[src/rtl/occ_pkg.sv]
package occ_pkg;
  localparam int NPIN  = 4;
  localparam int NCMP  = 4;
  localparam int F_OVF = NCMP;
  localparam int F_CUT = NCMP + 1;
  localparam int NFLAG = NCMP + 2;

  localparam int A_CTRL = 0;
  localparam int A_ACT  = 1;
  localparam int A_LVL  = 2;
  localparam int A_CNT  = 3;
  localparam int A_CMP0 = 4;
  localparam int A_FLAG = 8;

  typedef enum logic [1:0] {
    ACT_HOLD   = 2'b00,
    ACT_LOW    = 2'b01,
    ACT_HIGH   = 2'b10,
    ACT_TOGGLE = 2'b11
  } pin_act_e;

  typedef struct packed {
    logic                  remap;
    logic                  sync;
    logic                  clr_a;
    logic                  autostop;
    logic [NPIN-1:0][1:0]  act;
    logic [NPIN-1:0]       init;
    logic [NPIN-1:0]       oe_en;
  } cfg_t;
endpackage

[src/rtl/occ_regs.sv]
module occ_regs
  import occ_pkg::*;
#(
  parameter int CW = 16,
  parameter int AW = 4
) (
  input  logic                     clk,
  input  logic                     rst_n,
  input  logic                     wr_en,
  input  logic [AW-1:0]            wr_addr,
  input  logic [CW-1:0]            wr_data,
  input  logic                     stop_hit,
  output cfg_t                     cfg,
  output logic                     run,
  output logic                     start_load,
  output logic [NCMP-1:0][CW-1:0]  cmp
);
  cfg_t                    cfg_q, cfg_d;
  logic                    run_q, run_d;
  logic [NCMP-1:0][CW-1:0] cmp_q, cmp_d;
  logic                    ctrl_wr;
  logic                    reg_en;

  assign ctrl_wr = wr_en && (wr_addr == AW'(A_CTRL));
  assign reg_en  = wr_en | stop_hit;

  always_comb begin
    cfg_d = cfg_q;
    run_d = run_q;
    cmp_d = cmp_q;
    if (stop_hit) run_d = 1'b0;
    if (ctrl_wr) begin
      run_d          = wr_data[0];
      cfg_d.autostop = wr_data[1];
      cfg_d.clr_a    = wr_data[2];
      cfg_d.sync     = wr_data[3];
      cfg_d.remap    = wr_data[4];
    end
    if (wr_en && (wr_addr == AW'(A_ACT))) cfg_d.act = wr_data[2*NPIN-1:0];
    if (wr_en && (wr_addr == AW'(A_LVL))) begin
      cfg_d.init  = wr_data[NPIN-1:0];
      cfg_d.oe_en = wr_data[2*NPIN-1:NPIN];
    end
    for (int j = 0; j < NCMP; j++) begin
      if (wr_en && (wr_addr == AW'(A_CMP0 + j))) cmp_d[j] = wr_data;
    end
  end

  always_ff @(posedge clk or negedge rst_n) begin
    if (!rst_n) begin
      cfg_q <= '0;
      run_q <= 1'b0;
      cmp_q <= '0;
    end else if (reg_en) begin
      cfg_q <= cfg_d;
      run_q <= run_d;
      cmp_q <= cmp_d;
    end
  end

  assign start_load = ctrl_wr & wr_data[0] & ~run_q;
  assign cfg = cfg_q;
  assign run = run_q;
  assign cmp = cmp_q;


  auto_stop_chk: assert property (@(posedge clk) disable iff (!rst_n)
    (stop_hit && !ctrl_wr) |=> !run_q);
endmodule

[src/rtl/occ_counter.sv]
module occ_counter #(
  parameter int CW = 16
) (
  input  logic          clk,
  input  logic          rst_n,
  input  logic          ld,
  input  logic [CW-1:0] ld_val,
  input  logic          adv,
  input  logic          wrap,
  input  logic          hold,
  output logic [CW-1:0] cnt
);
  logic [CW-1:0] cnt_q, cnt_d;
  logic          cnt_en;

  assign cnt_en = ld | adv;

  always_comb begin
    cnt_d = cnt_q;
    if (ld)                cnt_d = ld_val;
    else if (adv && !hold) cnt_d = wrap ? '0 : cnt_q + 1'b1;
  end

  always_ff @(posedge clk or negedge rst_n) begin
    if (!rst_n)      cnt_q <= '0;
    else if (cnt_en) cnt_q <= cnt_d;
  end

  assign cnt = cnt_q;


  cnt_step_chk: assert property (@(posedge clk) disable iff (!rst_n)
    (adv && !ld && !hold && !wrap) |=> (cnt_q == CW'($past(cnt_q) + 1'b1)));


  cnt_idle_chk: assert property (@(posedge clk) disable iff (!rst_n)
    (!adv && !ld) |=> $stable(cnt_q));
endmodule

[src/rtl/occ_pin.sv]
module occ_pin
  import occ_pkg::*;
(
  input  logic       clk,
  input  logic       rst_n,
  input  logic       load,
  input  logic       init,
  input  logic       evt,
  input  logic [1:0] act,
  output logic       lvl
);
  logic lvl_q, lvl_d;
  logic lvl_en;

  assign lvl_en = load | evt;

  always_comb begin
    lvl_d = lvl_q;
    if (load) lvl_d = init;
    else begin
      case (pin_act_e'(act))
        ACT_LOW:    lvl_d = 1'b0;
        ACT_HIGH:   lvl_d = 1'b1;
        ACT_TOGGLE: lvl_d = ~lvl_q;
        default:    lvl_d = lvl_q;
      endcase
    end
  end

  always_ff @(posedge clk or negedge rst_n) begin
    if (!rst_n)      lvl_q <= 1'b0;
    else if (lvl_en) lvl_q <= lvl_d;
  end

  assign lvl = lvl_q;


  pin_hold_chk: assert property (@(posedge clk) disable iff (!rst_n)
    (!load && !evt) |=> $stable(lvl_q));
endmodule

[src/rtl/occ_timer.sv]
module occ_timer
  import occ_pkg::*;
#(
  parameter int CW = 16,
  parameter int AW = 4
) (
  input  logic             clk_i,
  input  logic             rst_ni,
  input  logic             tick_i,
  input  logic             cutoff_i,
  input  logic             wr_en_i,
  input  logic [AW-1:0]    wr_addr_i,
  input  logic [CW-1:0]    wr_data_i,
  input  logic             peer_ld_i,
  input  logic [CW-1:0]    peer_val_i,
  output logic [CW-1:0]    cnt_o,
  output logic [NPIN-1:0]  pin_o,
  output logic [NPIN-1:0]  pin_oe_o,
  output logic [NFLAG-1:0] flags_o,
  output logic             irq_o,
  output logic             sync_wr_o,
  output logic [CW-1:0]    sync_val_o
);
  localparam int HALF = NPIN / 2;

  logic [1:0]              rst_sync_q;
  logic                    rst_n;
  cfg_t                    cfg;
  logic                    run, start_load;
  logic [NCMP-1:0][CW-1:0] cmp;
  logic [CW-1:0]           cnt;
  logic                    adv, cnt_wr, ld, stop_hit, ovf_evt;
  logic [CW-1:0]           ld_val;
  logic [NCMP-1:0]         hit;
  logic [NPIN-1:0]         evt;
  logic [NPIN-1:0][1:0]    act_sel;
  logic [NFLAG-1:0]        flags_q, flags_d, flag_set, flag_clr;

  always_ff @(posedge clk_i or negedge rst_ni) begin
    if (!rst_ni) rst_sync_q <= 2'b00;
    else         rst_sync_q <= {rst_sync_q[0], 1'b1};
  end
  assign rst_n = rst_sync_q[1];

  occ_regs #(.CW(CW), .AW(AW)) i_regs (
    .clk(clk_i), .rst_n(rst_n), .wr_en(wr_en_i), .wr_addr(wr_addr_i),
    .wr_data(wr_data_i), .stop_hit(stop_hit), .cfg(cfg), .run(run),
    .start_load(start_load), .cmp(cmp)
  );

  assign adv = run & tick_i;
  always_comb begin
    for (int j = 0; j < NCMP; j++) hit[j] = adv && (cnt == cmp[j]);
  end
  assign stop_hit = hit[0] & cfg.autostop;
  assign cnt_wr   = wr_en_i && (wr_addr_i == AW'(A_CNT));
  assign ld       = cnt_wr | peer_ld_i;
  assign ld_val   = cnt_wr ? wr_data_i : peer_val_i;
  assign ovf_evt  = adv && (&cnt) && !ld && !stop_hit;

  occ_counter #(.CW(CW)) i_counter (
    .clk(clk_i), .rst_n(rst_n), .ld(ld), .ld_val(ld_val), .adv(adv),
    .wrap(cfg.clr_a & hit[0]), .hold(stop_hit), .cnt(cnt)
  );

  for (genvar i = 0; i < NPIN; i++) begin : g_pin
    if (i < HALF) begin : g_pair
      assign evt[i]     = hit[i] | (cfg.remap & hit[i+HALF]);
      assign act_sel[i] = hit[i] ? cfg.act[i] : cfg.act[i+HALF];
    end else begin : g_solo
      assign evt[i]     = ~cfg.remap & hit[i];
      assign act_sel[i] = cfg.act[i];
    end
    occ_pin i_pin (
      .clk(clk_i), .rst_n(rst_n), .load(start_load), .init(cfg.init[i]),
      .evt(evt[i]), .act(act_sel[i]), .lvl(pin_o[i])
    );
  end

  assign flag_set = {cutoff_i, ovf_evt, hit};
  assign flag_clr = (wr_en_i && (wr_addr_i == AW'(A_FLAG))) ? wr_data_i[NFLAG-1:0] : '0;

  always_comb flags_d = flag_set | (flags_q & ~flag_clr);

  always_ff @(posedge clk_i or negedge rst_n) begin
    if (!rst_n) flags_q <= '0;
    else        flags_q <= flags_d;
  end

  assign cnt_o      = cnt;
  assign flags_o    = flags_q;
  assign irq_o      = flags_q[0] | flags_q[F_OVF];
  assign pin_oe_o   = cfg.oe_en & {NPIN{~flags_q[F_CUT]}};
  assign sync_wr_o  = cnt_wr & cfg.sync;
  assign sync_val_o = wr_data_i;


  cutoff_oe_chk: assert property (@(posedge clk_i) disable iff (!rst_n)
    cutoff_i |=> (pin_oe_o == '0));


  flag_sticky_chk: assert property (@(posedge clk_i) disable iff (!rst_n)
    1'b1 |=> ((flags_q & $past(flags_q & ~flag_clr)) == $past(flags_q & ~flag_clr)));


  ovf_flag_chk: assert property (@(posedge clk_i) disable iff (!rst_n)
    (adv && (&cnt_o) && !ld && !cfg.autostop) |=> (flags_o[F_OVF] && cnt_o == '0));


  clr_wrap_chk: assert property (@(posedge clk_i) disable iff (!rst_n)
    (hit[0] && cfg.clr_a && !cfg.autostop && !ld) |=> (cnt_o == '0));
endmodule

[config.mk]
export PLATFORM = sky130hd
export DESIGN_NAME = occ_timer
export DESIGN_NICKNAME = d
export VERILOG_FILES = /design/src/rtl/occ_pkg.sv /design/src/rtl/occ_regs.sv /design/src/rtl/occ_counter.sv /design/src/rtl/occ_pin.sv /design/src/rtl/occ_timer.sv
export SDC_FILE = /design/constraint.sdc
export NUM_CORES = 1
export LEC_CHECK = 0
export BUFFER_PORTS_ARGS = -buffer_cell sky130_fd_sc_hd__buf_2
export CAP_MARGIN = 15
export CELL_PAD_IN_SITES_DETAIL_PLACEMENT = 1
export CELL_PAD_IN_SITES_GLOBAL_PLACEMENT = 1
export CORE_MARGIN = 10
export CORE_UTILIZATION = 35
export CTS_BUF_LIST = sky130_fd_sc_hd__clkbuf_4 sky130_fd_sc_hd__clkbuf_8
export CTS_CLUSTER_DIAMETER = 30
export DETAILED_ROUTE_END_ITERATION = 16
export PLACE_DENSITY = 0.74
export SLEW_MARGIN = 15
export SYNTH_ARGS = -nofsm -noshare
export SYNTH_HDL_FRONTEND = slang
export SYNTH_SLANG_ARGS = --single-unit
export TNS_END_PERCENT = 100
[constraint.sdc]
create_clock -name clk_i -period 4.2 [get_ports clk_i]
set_input_delay 0.63 -clock clk_i [delete_from_list [all_inputs] [get_ports clk_i]]
set_output_delay 0.63 -clock clk_i [all_outputs]
set_load 0.03 [all_outputs]
Yosys cells after proc, flatten, opt, wreduce, memory -nomap -nowiden
Index checks and enable logic that the tools add are counted.
{ "totals": {"out_inout_bits": 48, "reg_bits": 113} }
{ "classes": {"n_addsub": 1, "reduce_logical": 40, "n_mux": 17, "n_bitwise": 31, "n_eq_ne": 24} }
{ "ops": {"columns": ["cell", "n"], "rows": [
  ["$eq A16 B16 Y1", 4],
  ["$mux W16", 4],
  ["$reduce_and A2 Y1", 13],
  ["$logic_and A1 B1 Y1", 17],
  ["$add A16 B1 Y16 const B", 1],
  ["$eq A2 B2 Y1 const B", 8],
  ["$eq A4 B3 Y1 const B", 4],
  ["$reduce_and A16 Y1", 1],
  ["$reduce_bool A4 Y1", 4],
  ["$pmux W1 S3", 4],
  ["$and A1 B1 Y1", 10],
  ["$or A1 B1 Y1", 10],
  ["$eq A2 B1 Y1 const B", 4],
  ["$eq A4 B2 Y1 const B", 2],
  ["$not A1 Y1", 7],
  ["$and A6 B6 Y6", 1],
  ["$mux W1", 6],
  ["$mux W6", 1],
  ["$not A6 Y6", 1],
  ["$or A6 B6 Y6", 1],
  ["$and A4 B4 Y4", 1],
  ["$eq A4 B1 Y1 const B", 1],
  ["$eq A4 B4 Y1 const B", 1],
  ["$logic_not A4 Y1", 1],
  ["other kinds (3)", 6]
]} }

Depth between registers and ports, before layout
Gate-level depths: netlist of run 1.
{ "logic_depth": {"ltp_word": 7, "mapped_depth": 10, "ltp_nobuf": 7} }

By module
Synthesis of run 1 repeated with hierarchy kept, for this count alone.
{ "unflattened": {"cells_unflattened": 540, "hier_area_um2": 6258.5} }
{ "modules_own_cells": {"columns": ["mod", "seq_area_each_um2", "cells_per_inst", "area_per_inst_um2", "instances"], "rows": [
  ["occ_regs", 2127.0, 189, 3303.2, 1],
  ["occ_timer", 200.2, 197, 1622.8, 1],
  ["occ_counter", 400.4, 134, 1122.3, 1],
  ["occ_pin", 25.0, 5, 52.6, 4]
]} }

Least setup slack after synthesis of run 1
No wires, ideal clock.
{ "synth_timing": {"path_kind": "input -> register", "from": "input port wr_addr_i[0]", "to": "register i_counter.cnt_q[6] (netlist: i_counter.cnt[6])", "path_buffers": 4, "t_required_ps": 4112, "setup_slack_ps": 2119, "cell_stages": 10, "arrival_ps": 1992, "cell_sequence": "buf_2 and2_1 clkbuf_1 and2_1 buf_4 nor2_1 a31oi_1 buf_4 a21oi_1 a41oi_1"} }
{ "synth_between": {"elab_chain_cells": 5} }
{ "synth_rtl": {"columns": ["element", "line_no", "source"], "rows": [
  ["from (decl)", "occ_timer.sv:12", "input logic [AW-1:0] wr_addr_i,"],
  ["$eq A4 B2 Y1 (*)", "occ_timer.sv:56", "assign cnt_wr = wr_en_i && (wr_addr_i == AW'(A_CNT));"],
  ["$logic_and A1 B1 Y1 (*)", "occ_timer.sv:56", null],
  ["$or A1 B1 Y1", "occ_timer.sv:57", "assign ld = cnt_wr | peer_ld_i;"],
  ["$reduce_bool A2 Y1 (no line) / $or A1 B1 Y1 (equally long branches)", null, null],
  ["$reduce_and A2 Y1 (no line)", null, null],
  ["to (signal assigned)", "occ_counter.sv:26", "else if (cnt_en) cnt_q <= cnt_d;"],
  ["to (decl)", "occ_counter.sv:13", "logic [CW-1:0] cnt_q, cnt_d;"]
]} }
Mark *: on every way between the ends. The rest lies on a longest branch, timed or not.
A chain may end at the register's enable or synchronous reset.

Worst setup path in the final report of run 1
{ "layout_timing": {"from": "input port wr_addr_i[3]", "to": "register i_counter.cnt_q[8] (netlist: i_counter.cnt[8])"} }
Same word-level chain as after synthesis.

==> metrics.txt, run 1 <==
status finished, final reports clean; Post-Layout Cell Count 855; Hold Path Class reg -> async; Slew @ Worst Pin 920.6 ps; largest net degree at the start of global routing roughly 90; static leakage approximately 3.1 nW; WHS 311.4 ps; startpoint types input port; DRT Pass-1 Iters 4; slew margin rel. 38.56%; Routability Congestion between 0.8 and 0.9; Mapped Avg Cell Area 10.84 um2; count of final setup violators 0; Post-synth EDFFs 0; Initial DRC Count 276; Sw Ratio a little under a third; Seq cells post-synth 113; crit end category flip-flop; clock-pin slew on the worst setup and hold paths 70 ps; clk_lat worst skew 450 ps; Final Slew Violations 0; Die Ht 151.6 um; clock root buffer clkbuf_8; Seq/Total Area, Yosys 46.67%; routed wire length around 19000 um; NetSw 1.082 mW; fraction of layout cells with a size suffix above 1 35.14%; HPWL after DPL 13700 um; Final nets 660; Pwr Total about 3.5 mW; Setup TNS Final 0 ps; met2 Use GR 28.39%; FFs w/ async S/R, synth 100.0%; core area 17120 um2; first-pass GRT wire length 29370 um; drt drc 0; IO Pins 90; CTS Buf Count 17; Clock Power Share 34.3%; via/cell ratio approximately 5.4; cell row count 48; Synthesis Warnings 0; maximum clock frequency 368.8 MHz; FF-to-FF path depth 6; pwr dens 503.0 nW/um2; Sequential Power Share 44.2%; Distinct cells, synth 56; RSZ-0062 raised after global routing no; ys flop type dfrtp_1; grt ovf 0; Int Pwr about 2.4 mW; Post-Syn Area 6060 um2; Initial Util 35.40%; Peak VDD IR 0.2384 mV; Area growth syn-to-layout 15.30%; CTS tree built; GRT Total Usage 16.99%; input/output buffers 89; final worst path period share 64.55%; crit-path max FO 21; CP Class in -> reg; post-route ant nets 0; busiest grt layer met2; met3 usage in global routing 3.564%; clk sinks about 110; initial antenna violation count 1; power share of the combinational group a little over a fifth; minimum clock period approximately 2700 ps; routed vias ~4600; Max Cap Viol 0; Mapped Nets 602; number of global-route vias before repair between 4000 and 5000; Post-Syn Instances 559; die outline width 151.6 um; met1 GRT Util about a fifth; routed wire length per instance 22.36 um; Clock Tree Buf Depth 2; final hold violations 0; Layout Skew 7.086 ps; Required @ worst endpoint 4530 ps; CTS H-tree lvls 4; Die Footprint about 23000 um2; Data arrival, critical path 3040 ps; # placed instances 821
==> per-layer routing <==
layer,vias up,wire length [um]
li1,2079,-
met1,2394,7832
met2,138,9629
met3,29,1160
met4,0,492
met5,-,0
==> layout by cell type, fill, tap and decap left out, types with 3 or more instances in the layout <==
cell type	instances
o211ai_1	4
buf_2	89
nor4_1	7
a21o_1	4
buf_4	4
clkbuf_8	20
nor2b_1	4
nor3_1	8
a31oi_1	8
nand3_1	12
a22oi_1	3
clkinv_2	3
xnor2_1	34
nor2_1	15
bufinv_16	5
nand2_1	52
o221ai_1	3
mux2_2	81
a21oi_1	34
inv_1	7
nand4_1	13
a41oi_1	3
xor2_1	28
o22ai_1	3
o21ai_0	11
nand3b_1	3
and2_1	5
nor3b_4	3
and3_1	12
dfrtp_1	112
==> power by group through the flow <==
stage / Clock [mW] / Combinational (mW) / Sequential, mW
after detailed placement: 0 / 0.744 / 1.58
after CTS: 1.22 / 0.751 / 1.56
after global routing: 1.29 / 0.823 / 1.59
final: 1.21 / 0.754 / 1.55
after global placement: 0 / 0.714 / 1.56
after floorplan: 0 / 0.590 / 1.50
==> layout make-up <==
cell class / instances / area [um2]
diodes: 1 / 2.502
clock buffers: 21 / 282.8
clock inverters: 10 / 181.4
fillers: 1908 / 10130
inverters: 7 / 26.28
multi-input cells: 383 / 2868
flip-flops and latches: 113 / 2831
well taps: 225 / 281.5
repair buffers: 95 / 513.0
==> worst paths after layout <==
path | startpoint | slack, ps | end
max | wr_addr_i[3] | 1490 | i_counter.cnt[8]
min | rst_sync_q[1] | 310 | i_regs.cmp[17]
max reg2reg | i_counter.cnt[9] | 1670 | g_pin[0].i_pin.lvl
min reg2reg | rst_sync_q[1] | 310 | i_regs.cmp[17]
max in group asynchronous | rst_sync_q[1] | 3160 | flags_o[2]
min in group clk_i | rst_sync_q[0] | 360 | rst_sync_q[1]
==> stage by stage <==
step                      utilization (%)  setup slack (ps)  instance area, um2
after floorplan                         -             818.9                6060
after global placement              37.80              1272                6470
after detailed placement            37.87              1051                6482
after CTS                           40.64              1538                6957
after global routing                40.82              1272                6987
final                               40.82              1489                6987
==> critical path, cell delays in order <==
cell	delay, ps
buf_2	120
nor3b_4	410
and2_1	670
nor2_1	350
a31oi_1	240
buf_4	280
a21boi_0	210
o22ai_1	100
==> flip-flops by register name, summed over array words and instances, names as in the netlist <==
register	flops
i_counter.cnt	16
g_pin.i_pin.lvl	4
i_regs.cfg	20
i_regs.cmp	64
i_regs.run	1
flags_o	6
rst_sync_q	2
==> what timing repair did <==
action / 4_1_cts / 5_1_grt
endpoints found under the hold margin: 2 / 0
buffers inserted: 0 / 0
resized for setup: 0 / 0
setup endpoints to repair: 0 / 0
hold buffers: 1 / 0
==> cell families (layout without fill, tap and decap cells) <==
| group | count (synthesis) | count (layout) | synth area share [%] |
|---|---|---|---|
| AOI/OAI and AO/OA | 87 | 87 | 9.086 |
| xor gates and xnor gates | 64 | 64 | 9.498 |
| adders and majority gates | 1 | 1 | 0.2065 |
| buffers and inverters | 63 | 133 | 6.215 |
| DFF | 113 | 113 | 46.67 |
| muxes | 81 | 81 | 15.05 |
| other | 1 | 2 | 0.06189 |
| and+or+nand+nor | 149 | 149 | 13.21 |
==> synthesized netlist by cell type, types with 3 or more instances <==
cell type    n  area, um2
o22ai_1      3      18.77
buf_6        3      33.78
nor3_1       8      40.04
nand2_1     52      195.2
xnor2_1     34      297.8
a22oi_1      3      22.52
nor2_1      15      56.30
mux2_2      81      912.1
a21o_1       4      30.03
buf_4       24      180.2
a31oi_1      8      50.05
clkbuf_1     7      26.28
a41oi_1      3      26.28
and3_1      12      75.07
inv_1        7      26.28
nand3_1     12      60.06
and2_1       5      31.28
a21oi_1     34      170.2
nand4_1     13      81.33
o211ai_1     4      30.03
dfrtp_1    113       2828
o221ai_1     3      26.28
buf_2       22      110.1
xor2_1      28      245.2
o21ai_0     11      55.05
nor2b_1      4      25.02
nor4_1       7      43.79
nand3b_1     3      22.52
Note: power is estimated with default switching activity, not from simulation.
==> inputs of run 2 (changes only) <==
--- a/config.mk
+++ b/config.mk
@@ -5,6 +5,7 @@
 export SDC_FILE = /design/constraint.sdc
 export NUM_CORES = 1
 export LEC_CHECK = 0
+export ABC_AREA = 1
 export BUFFER_PORTS_ARGS = -buffer_cell sky130_fd_sc_hd__buf_2
 export CAP_MARGIN = 15
 export CELL_PAD_IN_SITES_DETAIL_PLACEMENT = 1
@@ -14,7 +15,7 @@
 export CTS_BUF_LIST = sky130_fd_sc_hd__clkbuf_4 sky130_fd_sc_hd__clkbuf_8
 export CTS_CLUSTER_DIAMETER = 30
 export DETAILED_ROUTE_END_ITERATION = 16
-export PLACE_DENSITY = 0.74
+export PLACE_DENSITY = 0.81
 export SLEW_MARGIN = 15
 export SYNTH_ARGS = -nofsm -noshare
 export SYNTH_HDL_FRONTEND = slang
==> constraint.sdc (replaced) <==
create_clock -name clk_i -period 2.3 [get_ports clk_i]
set_input_delay 0.345 -clock clk_i [delete_from_list [all_inputs] [get_ports clk_i]]
set_output_delay 0.345 -clock clk_i [all_outputs]
set_load 0.03 [all_outputs]
==> run 2 against run 1 <==
Die area up 9.4%. Critical path type is now reg -> reg. Synthesized cell count up 70%. Non-clock buffer count increased by 21. Via count grew 39%. Highest routed layer unchanged. Setup slack lost 1300 ps. Area after synthesis is 11% higher. Final area rose by 10%. First-iteration DRC count increased by 14%. Flip-flop and latch count stayed put. Cell count increased by 49%. Largest power group unchanged. Count of clock-buffer cells in the layout shrank 1. Total power rose by 93%.
==> metrics.txt, run 2 <==
final hold violations 0 (unchanged); minimum clock period 2146 ps; Seq cells post-synth 113 (unchanged); routed wire length per instance 18.31 um (-18%); reg2reg end i_counter.cnt[4]; Slew @ Worst Pin 630.6 ps (-290.0 ps); status finished, final reports clean; static leakage 4.023 nW (+28%); Fillers 2435 (+28%); Post-synth EDFFs 0 (unchanged); most frequent CP cell nand2_1; FFs w/ async S/R, synth 100.0% (unchanged); clk sinks 113 (unchanged); routed wire length 23310 um (+22%); input/output buffers 89 (unchanged); CP peak stage delay 570 ps (-100 ps); CTS H-tree lvls 4 (unchanged); commonest non-fill, non-tap cell in the layout nand2_1; fraction of layout cells with a size suffix above 1 17.52% (-18 points); Sw Ratio 38.29% (+7.5 points); Final nets 1069 (+62%); Routability Congestion 0.8715 (+0.70%); power share of the combinational group 28.5% (+7.0 points); cell row count 50 (+4.2%); worst path cell trace inv_2, nand2_1, nand2_1, nor2_1, nand2_2, nor2_4, nand4_1, nand2_2, o21ai_0, nand2_1, nand2_1; crit end category flip-flop; Clock Power Share 30.5% (-3.8 points); r2r setup slk 150 ps (-1520 ps); Required @ worst endpoint 2660 ps (-1870 ps); largest net degree at the start of global routing 48 (-46%); Post-Syn Area 6716 um2 (+11%); fin util 41.13% (+0.31 points); Distinct cells, synth 36 (-36%); worst hold endpoint flags_o[5]; Final Slew Violations 0 (unchanged); initial antenna violation count 0 (-1); Setup TNS Final 0 ps (unchanged); Crit path buffers/inverters 1 (-1); CP Class reg -> reg; Synthesis Warnings 0 (unchanged); most frequent cell after synthesis nand2_1; Area growth syn-to-layout 14.94%; FF-to-FF path depth 11 (+5); Sequential Power Share 41.0% (-3.2 points); NetSw 2.596 mW (+140%); die outline width 158.5 um (+4.6%); number of global-route vias before repair 6785 (+36%); Post-Syn Instances 948 (+70%); Hold Path Class in -> reg; Peak VDD IR 0.4410 mV (+85%); Initial Util 35.79% (+0.38 points); CTS Buf Count 17 (unchanged); core area 18770 um2 (+9.6%); final worst path period share 93.31%; Hold Startpoint cutoff_i; startpoint types flip-flop; Yosys top cell area share 42.10% (-4.6 points); Post-synth top cells nand2_1 (325), o21ai_0 (120), dfrtp_1 (113); slew margin rel. 57.84% (+19 points); IO Pins 90 (unchanged); clock root buffer clkbuf_8; hold path cells 3; pwr dens 878.2 nW/um2 (+75%); post-route ant nets 0 (unchanged); DRT Pass-1 Iters 5 (+1); Clock Tree Buf Depth 2 (unchanged); clk_lat worst skew 470 ps (+20 ps); RSZ-0062 raised after global routing no; WHS 89.98 ps (-221.4 ps); crit-path max FO 14 (-33%); cell taking the most area after synthesis dfrtp_1; Ant. Diodes 0 (-1); Post-Place Worst Slack 117.7 ps (-933.2 ps); Mapped Avg Cell Area 7.085 um2 (-35%); Max Cap Viol 0 (unchanged); Seq/Total Area, Yosys 42.10% (-4.6 points); GRT Total Usage 19.18% (+2.2 points); Die Ht 158.5 um (+4.6%); most frequent cells in the layout nand2_1 (325), o21ai_0 (120), dfrtp_1 (111), inv_1 (94), buf_2 (89); CP max-delay cell dfrtp_1; first-pass GRT wire length 36940 um (+26%); delay-heaviest family, CP simple AND/OR/NAND/NOR gates; routed vias 6457 (+39%); Pwr Total 6.780 mW (+93%); Mapped Nets 991 (+65%); ranking of synthesized cells by area dfrtp_1 (42%), nand2_1 (18%), o21ai_0 (8.9%); via/cell ratio 5.072 (-6.5%); Int Pwr 4.184 mW (+72%); min setup slack post-route 153.8 ps (-1335 ps); Worst R2R Start i_counter.cnt[1]; drt drc 0 (unchanged); CTS tree built; Data arrival, critical path 2510 ps (-530 ps); clock-pin slew on the worst setup and hold paths 80 ps (about the same); Layout Skew 12.09 ps (+4.999 ps); maximum clock frequency 465.9 MHz; max reg flops 64 (unchanged); count of final setup violators 0 (unchanged); HPWL after DPL 17720 um (+29%); ys flop type dfrtp_1; Die Footprint 25130 um2 (+9.4%); Initial DRC Count 316 (+14%); grt ovf 0 (unchanged); postcts setup bufs 0 (unchanged)
==> run 2: cell count changes after synthesis, moves of 12 or more <==
cell / change
buf_2: -21
a21oi_1: -29
and3_1: -12
nor2_1: +63
inv_1: +87
clkbuf_1: +12
nand3_1: +49
nand2_1: +273
xnor2_1: -23
o21ai_0: +109
mux2_2: -81
xor2_1: -12
inv_2: +14
==> run 2: final cells by class <==
cell class                      instances  area [um2]  area share, %
Clock buffer                           20       275.3          3.566
Clock inverter                         12       157.7          2.042
Multi-Input combinational cell        669        3089          40.02
Tap cell                              234       292.8          3.793
Inverter                              109       409.1          5.300
Sequential cell                       113        2833          36.69
Timing Repair Buffer                  116       663.1          8.590
==> run 2: cell families after synthesis <==
group,Yosys count,share of synthesized area (%)
and+or+nand+nor,499,31.05
adders and majority gates,1,0.1863
other,1,0.05583
AOI/OAI and AO/OA,141,11.18
DFF,113,42.10
buffers and inverters,166,11.90
xor gates and xnor gates,27,3.521
==> run 2: power by group through the flow <==
| stage | sequential, mW | combinational, mW | clock [mW] |
|---|---|---|---|
| 2_1_floorplan | 2.75 | 1.37 | 0 |
| 3_3_place_gp | 2.79 | 1.86 | 0 |
| 3_5_place_dp | 2.81 | 1.93 | 0 |
| 4_1_cts | 2.78 | 1.95 | 2.09 |
| 5_1_grt | 2.84 | 2.18 | 2.17 |
| 6_report | 2.78 | 1.93 | 2.07 |
==> run 2: worst register-to-register path, delay by kind of cell, from the launching register on <==
family	cells	cell delay (ps)
AND/OR/NAND/NOR	9	1180
flip-flops	1	570
AO/OA/AOI/OAI	1	140
buffers and inverters	1	140
==> run 2: what timing repair did <==
action                     CTS  global route
hold buffers                 1             0
setup endpoints to repair    0            16
gates resized for setup      0             1
hold endpoints to repair     2             0
==> run 2: routing by layer <==
| layer | global-route usage [%] | up-vias | wire length [um] |
|---|---|---|---|
| li1 | - | 3097 | - |
| met1 | 24.41 | 3156 | 10280 |
| met2 | 31.01 | 155 | 11280 |
| met3 | 3.751 | 49 | 1043 |
| met4 | 8.293 | 0 | 708 |
| met5 | 0 | - | 0 |
==> run 2: worst max-delay path by stage <==
| stage | startpoint | to | slack (ps) | depth (start not counted) |
|---|---|---|---|---|
| 2_1_floorplan | i_counter.cnt[3] | i_counter.cnt[15] | 380 | 12 |
| 3_3_place_gp | i_counter.cnt[13] | i_counter.cnt[3] | 160 | 11 |
| 3_5_place_dp | i_counter.cnt[13] | i_counter.cnt[4] | 120 | 11 |
| 4_1_cts | i_counter.cnt[13] | i_counter.cnt[4] | 110 | 11 |
| 5_1_grt | i_counter.cnt[1] | i_counter.cnt[4] | 7 | 11 |
| 6_report | i_counter.cnt[1] | i_counter.cnt[4] | 150 | 11 |
==> run 2: metrics by stage <==
stage / std cells / area (um2)
2_1_floorplan: 948 / 6718
3_3_place_gp: 1240 / 7276
3_5_place_dp: 1240 / 7276
4_1_cts: 1273 / 7719
5_1_grt: 1273 / 7720
6_report: 1273 / 7720
==> inputs of run 3 (changes only) <==
--- a/config.mk
+++ b/config.mk
@@ -8,14 +8,14 @@
 export ABC_AREA = 1
 export BUFFER_PORTS_ARGS = -buffer_cell sky130_fd_sc_hd__buf_2
 export CAP_MARGIN = 15
-export CELL_PAD_IN_SITES_DETAIL_PLACEMENT = 1
-export CELL_PAD_IN_SITES_GLOBAL_PLACEMENT = 1
-export CORE_MARGIN = 10
-export CORE_UTILIZATION = 35
+export CELL_PAD_IN_SITES_DETAIL_PLACEMENT = 0
+export CELL_PAD_IN_SITES_GLOBAL_PLACEMENT = 2
+export CORE_MARGIN = 1
+export CORE_UTILIZATION = 30
 export CTS_BUF_LIST = sky130_fd_sc_hd__clkbuf_4 sky130_fd_sc_hd__clkbuf_8
 export CTS_CLUSTER_DIAMETER = 30
 export DETAILED_ROUTE_END_ITERATION = 16
-export PLACE_DENSITY = 0.81
+export PLACE_DENSITY = 0.86
 export SLEW_MARGIN = 15
 export SYNTH_ARGS = -nofsm -noshare
 export SYNTH_HDL_FRONTEND = slang
==> run 3 against run 2 <==
Total power is 0.78% lower. Global-route usage is 1.1 points higher. Cell count is 3.6% higher. Die area is 8.5% lower. Count of clock-buffer cells in the layout is 2 higher.
==> metrics.txt, run 3 (synthesized netlist as in run 2, its figures left out) <==
crit end category flip-flop; Final Slew Violations 0 (unchanged); Hold Path Class in -> reg; FF-to-FF path depth 11 (unchanged); startpoint types flip-flop; Setup TNS Final 0 ps (unchanged); number of global-route vias before repair 5719 (-16%); Initial DRC Count 448 (+42%); crit-path max FO 7 (-7); grt ovf 0 (unchanged); worst hold endpoint flags_o[5]; routed vias 6211 (-3.8%); core area 21890 um2 (+17%); min setup slack post-route 129.8 ps (-24.02 ps); Post-Place Worst Slack 181.1 ps (+63.32 ps); Ant. Diodes 0 (unchanged); clk_lat worst skew 450 ps (-20 ps); routed wire length per instance 16.78 um (-8.3%); initial antenna violation count 0 (unchanged); die outline width 151.6 um (-4.4%); final worst path period share 94.36% (+1.0 points); CTS Buf Count 17 (unchanged); DRT Pass-1 Iters 5 (unchanged); hold path cells 3 (unchanged); Fillers 2405 (-1.2%); fraction of layout cells with a size suffix above 1 17.61% (+0.096 points); CP Class reg -> reg; reg2reg end g_pin[1].i_pin.lvl; largest net degree at the start of global routing 41 (-15%); CTS H-tree lvls 4 (unchanged); cell row count 54 (+8.0%); clk sinks 113 (unchanged); Die Footprint 22990 um2 (-8.5%); drt drc 0 (unchanged); via/cell ratio 4.709 (-7.2%); static leakage 4.043 nW (+0.50%); final hold violations 0 (unchanged); slew margin rel. 60.60% (+2.8 points); placed cell area 7346 um2 (+0.96%); RSZ-0062 raised after global routing no; Clock Tree Buf Depth 2 (unchanged); routed wire length 22140 um (-5.0%); r2r setup slk 130 ps (-20 ps); input/output buffers 89 (unchanged); Required @ worst endpoint 2690 ps (+30 ps); post-route ant nets 0 (unchanged); count of final setup violators 0 (unchanged); CTS tree built; Worst R2R Start i_counter.cnt[15]; Data arrival, critical path 2560 ps (+50 ps); first-pass GRT wire length 33860 um (-8.3%); Routability Congestion 0.8653 (-0.71%); Final nets 1069 (unchanged); clock root buffer clkbuf_8; maximum clock frequency 460.8 MHz (-1.1%); max reg flops 64 (unchanged); GRT Total Usage 20.27% (+1.1 points); pwr dens 863.8 nW/um2 (-1.6%); Initial Util 30.68% (-5.1 points); Max Cap Viol 0 (unchanged); Slew @ Worst Pin 591.0 ps (-39.59 ps); Peak VDD IR 0.4876 mV (+11%); Area growth syn-to-layout 15.95%; design area 7787 um2 (+0.88%); HPWL after DPL 16490 um (-7.0%); Hold Startpoint cutoff_i; IO Pins 90 (unchanged); status finished, final reports clean; most frequent cells in the layout nand2_1 (325), o21ai_0 (120), dfrtp_1 (110), inv_1 (94), buf_2 (89); clock-pin slew on the worst setup and hold paths 70 ps (about the same); minimum clock period 2170 ps (+24.02 ps); commonest non-fill, non-tap cell in the layout nand2_1; Layout Skew 14.60 ps (+2.512 ps); Die Ht 151.6 um (-4.4%)
run 3: cell count changes in the layout (fill, tap and decap cells not counted):
| cell | delta |
|---|---|
| clkinv_4 | -1 |
| nand2_4 | +1 |
| clkinvlp_4 | -4 |
| buf_4 | -1 |
| clkinv_2 | +3 |
| dfrtp_2 | +1 |
| dfrtp_1 | -1 |
| nand2_2 | -1 |
| clkbuf_4 | +2 |
| buf_12 | +1 |
run 3: layout make-up:
type	count	area [um2]	share of cell area [%]
Inverter	109	409.1	5.254
Clock inverter	10	133.9	1.719
Tap cell	280	350.3	4.499
Clock buffer	22	290.3	3.728
Sequential cell	113	2834	36.39
Multi-Input combinational cell	669	3094	39.73
Timing Repair Buffer	116	675.6	8.676
run 3: routing by layer:
layer	part of all wire (%)	up-vias	track usage [%]
li1	-	3104	-
met1	47	2907	28.13
met2	46	179	32.15
met3	4.6	21	3.144
met4	1.6	0	6.584
met5	0	-	0
run 3: report_power, final:
part	total, mW	switching (mW)	internal, mW
logic	1.91	1.24	0.669
registers	2.78	0.420	2.36
clock network	2.03	0.858	1.18
total	6.73	2.52	4.20
run 3: worst max-delay path, stage by stage, from the launching register on:
cell,delay (ps)
dfrtp_1,520
inv_2,210
nor2_1,100
nor2_1,230
nand3_1,200
nor2_1,290
nand2_1,120
nor2_1,160
nand3_1,90
nand2_1,70
nand3_1,80
nand2_1,70
run 3: what timing repair did:
action	4_1_cts	5_1_grt
hold buffers	1	0
gates resized for setup	0	3
buffers inserted	0	0
endpoints found under the hold margin	2	0
endpoints found under the setup margin	0	13
run 3: through the flow:
stage          utilization (%)  cells  hold WS [ps]  power (mW)
3_3_place_gp             33.56   1286         131.5       4.706
2_1_floorplan                -    948         49.41       4.116
5_1_grt                  35.57   1319         74.14       7.159
3_5_place_dp             33.56   1286         135.1       4.715
4_1_cts                  35.54   1319         69.97       6.763
6_report                 35.57   1319         86.44       6.727
run 3: worst max path at each step:
stage | startpoint | end | cells after the start
after floorplan | i_counter.cnt[3] | i_counter.cnt[15] | 12
after global placement | i_counter.cnt[15] | g_pin[1].i_pin.lvl | 11
after detailed placement | i_counter.cnt[9] | i_counter.cnt[11] | 11
after CTS | i_counter.cnt[9] | i_counter.cnt[15] | 11
after global routing | i_counter.cnt[15] | i_counter.cnt[3] | 11
final | i_counter.cnt[15] | g_pin[1].i_pin.lvl | 11
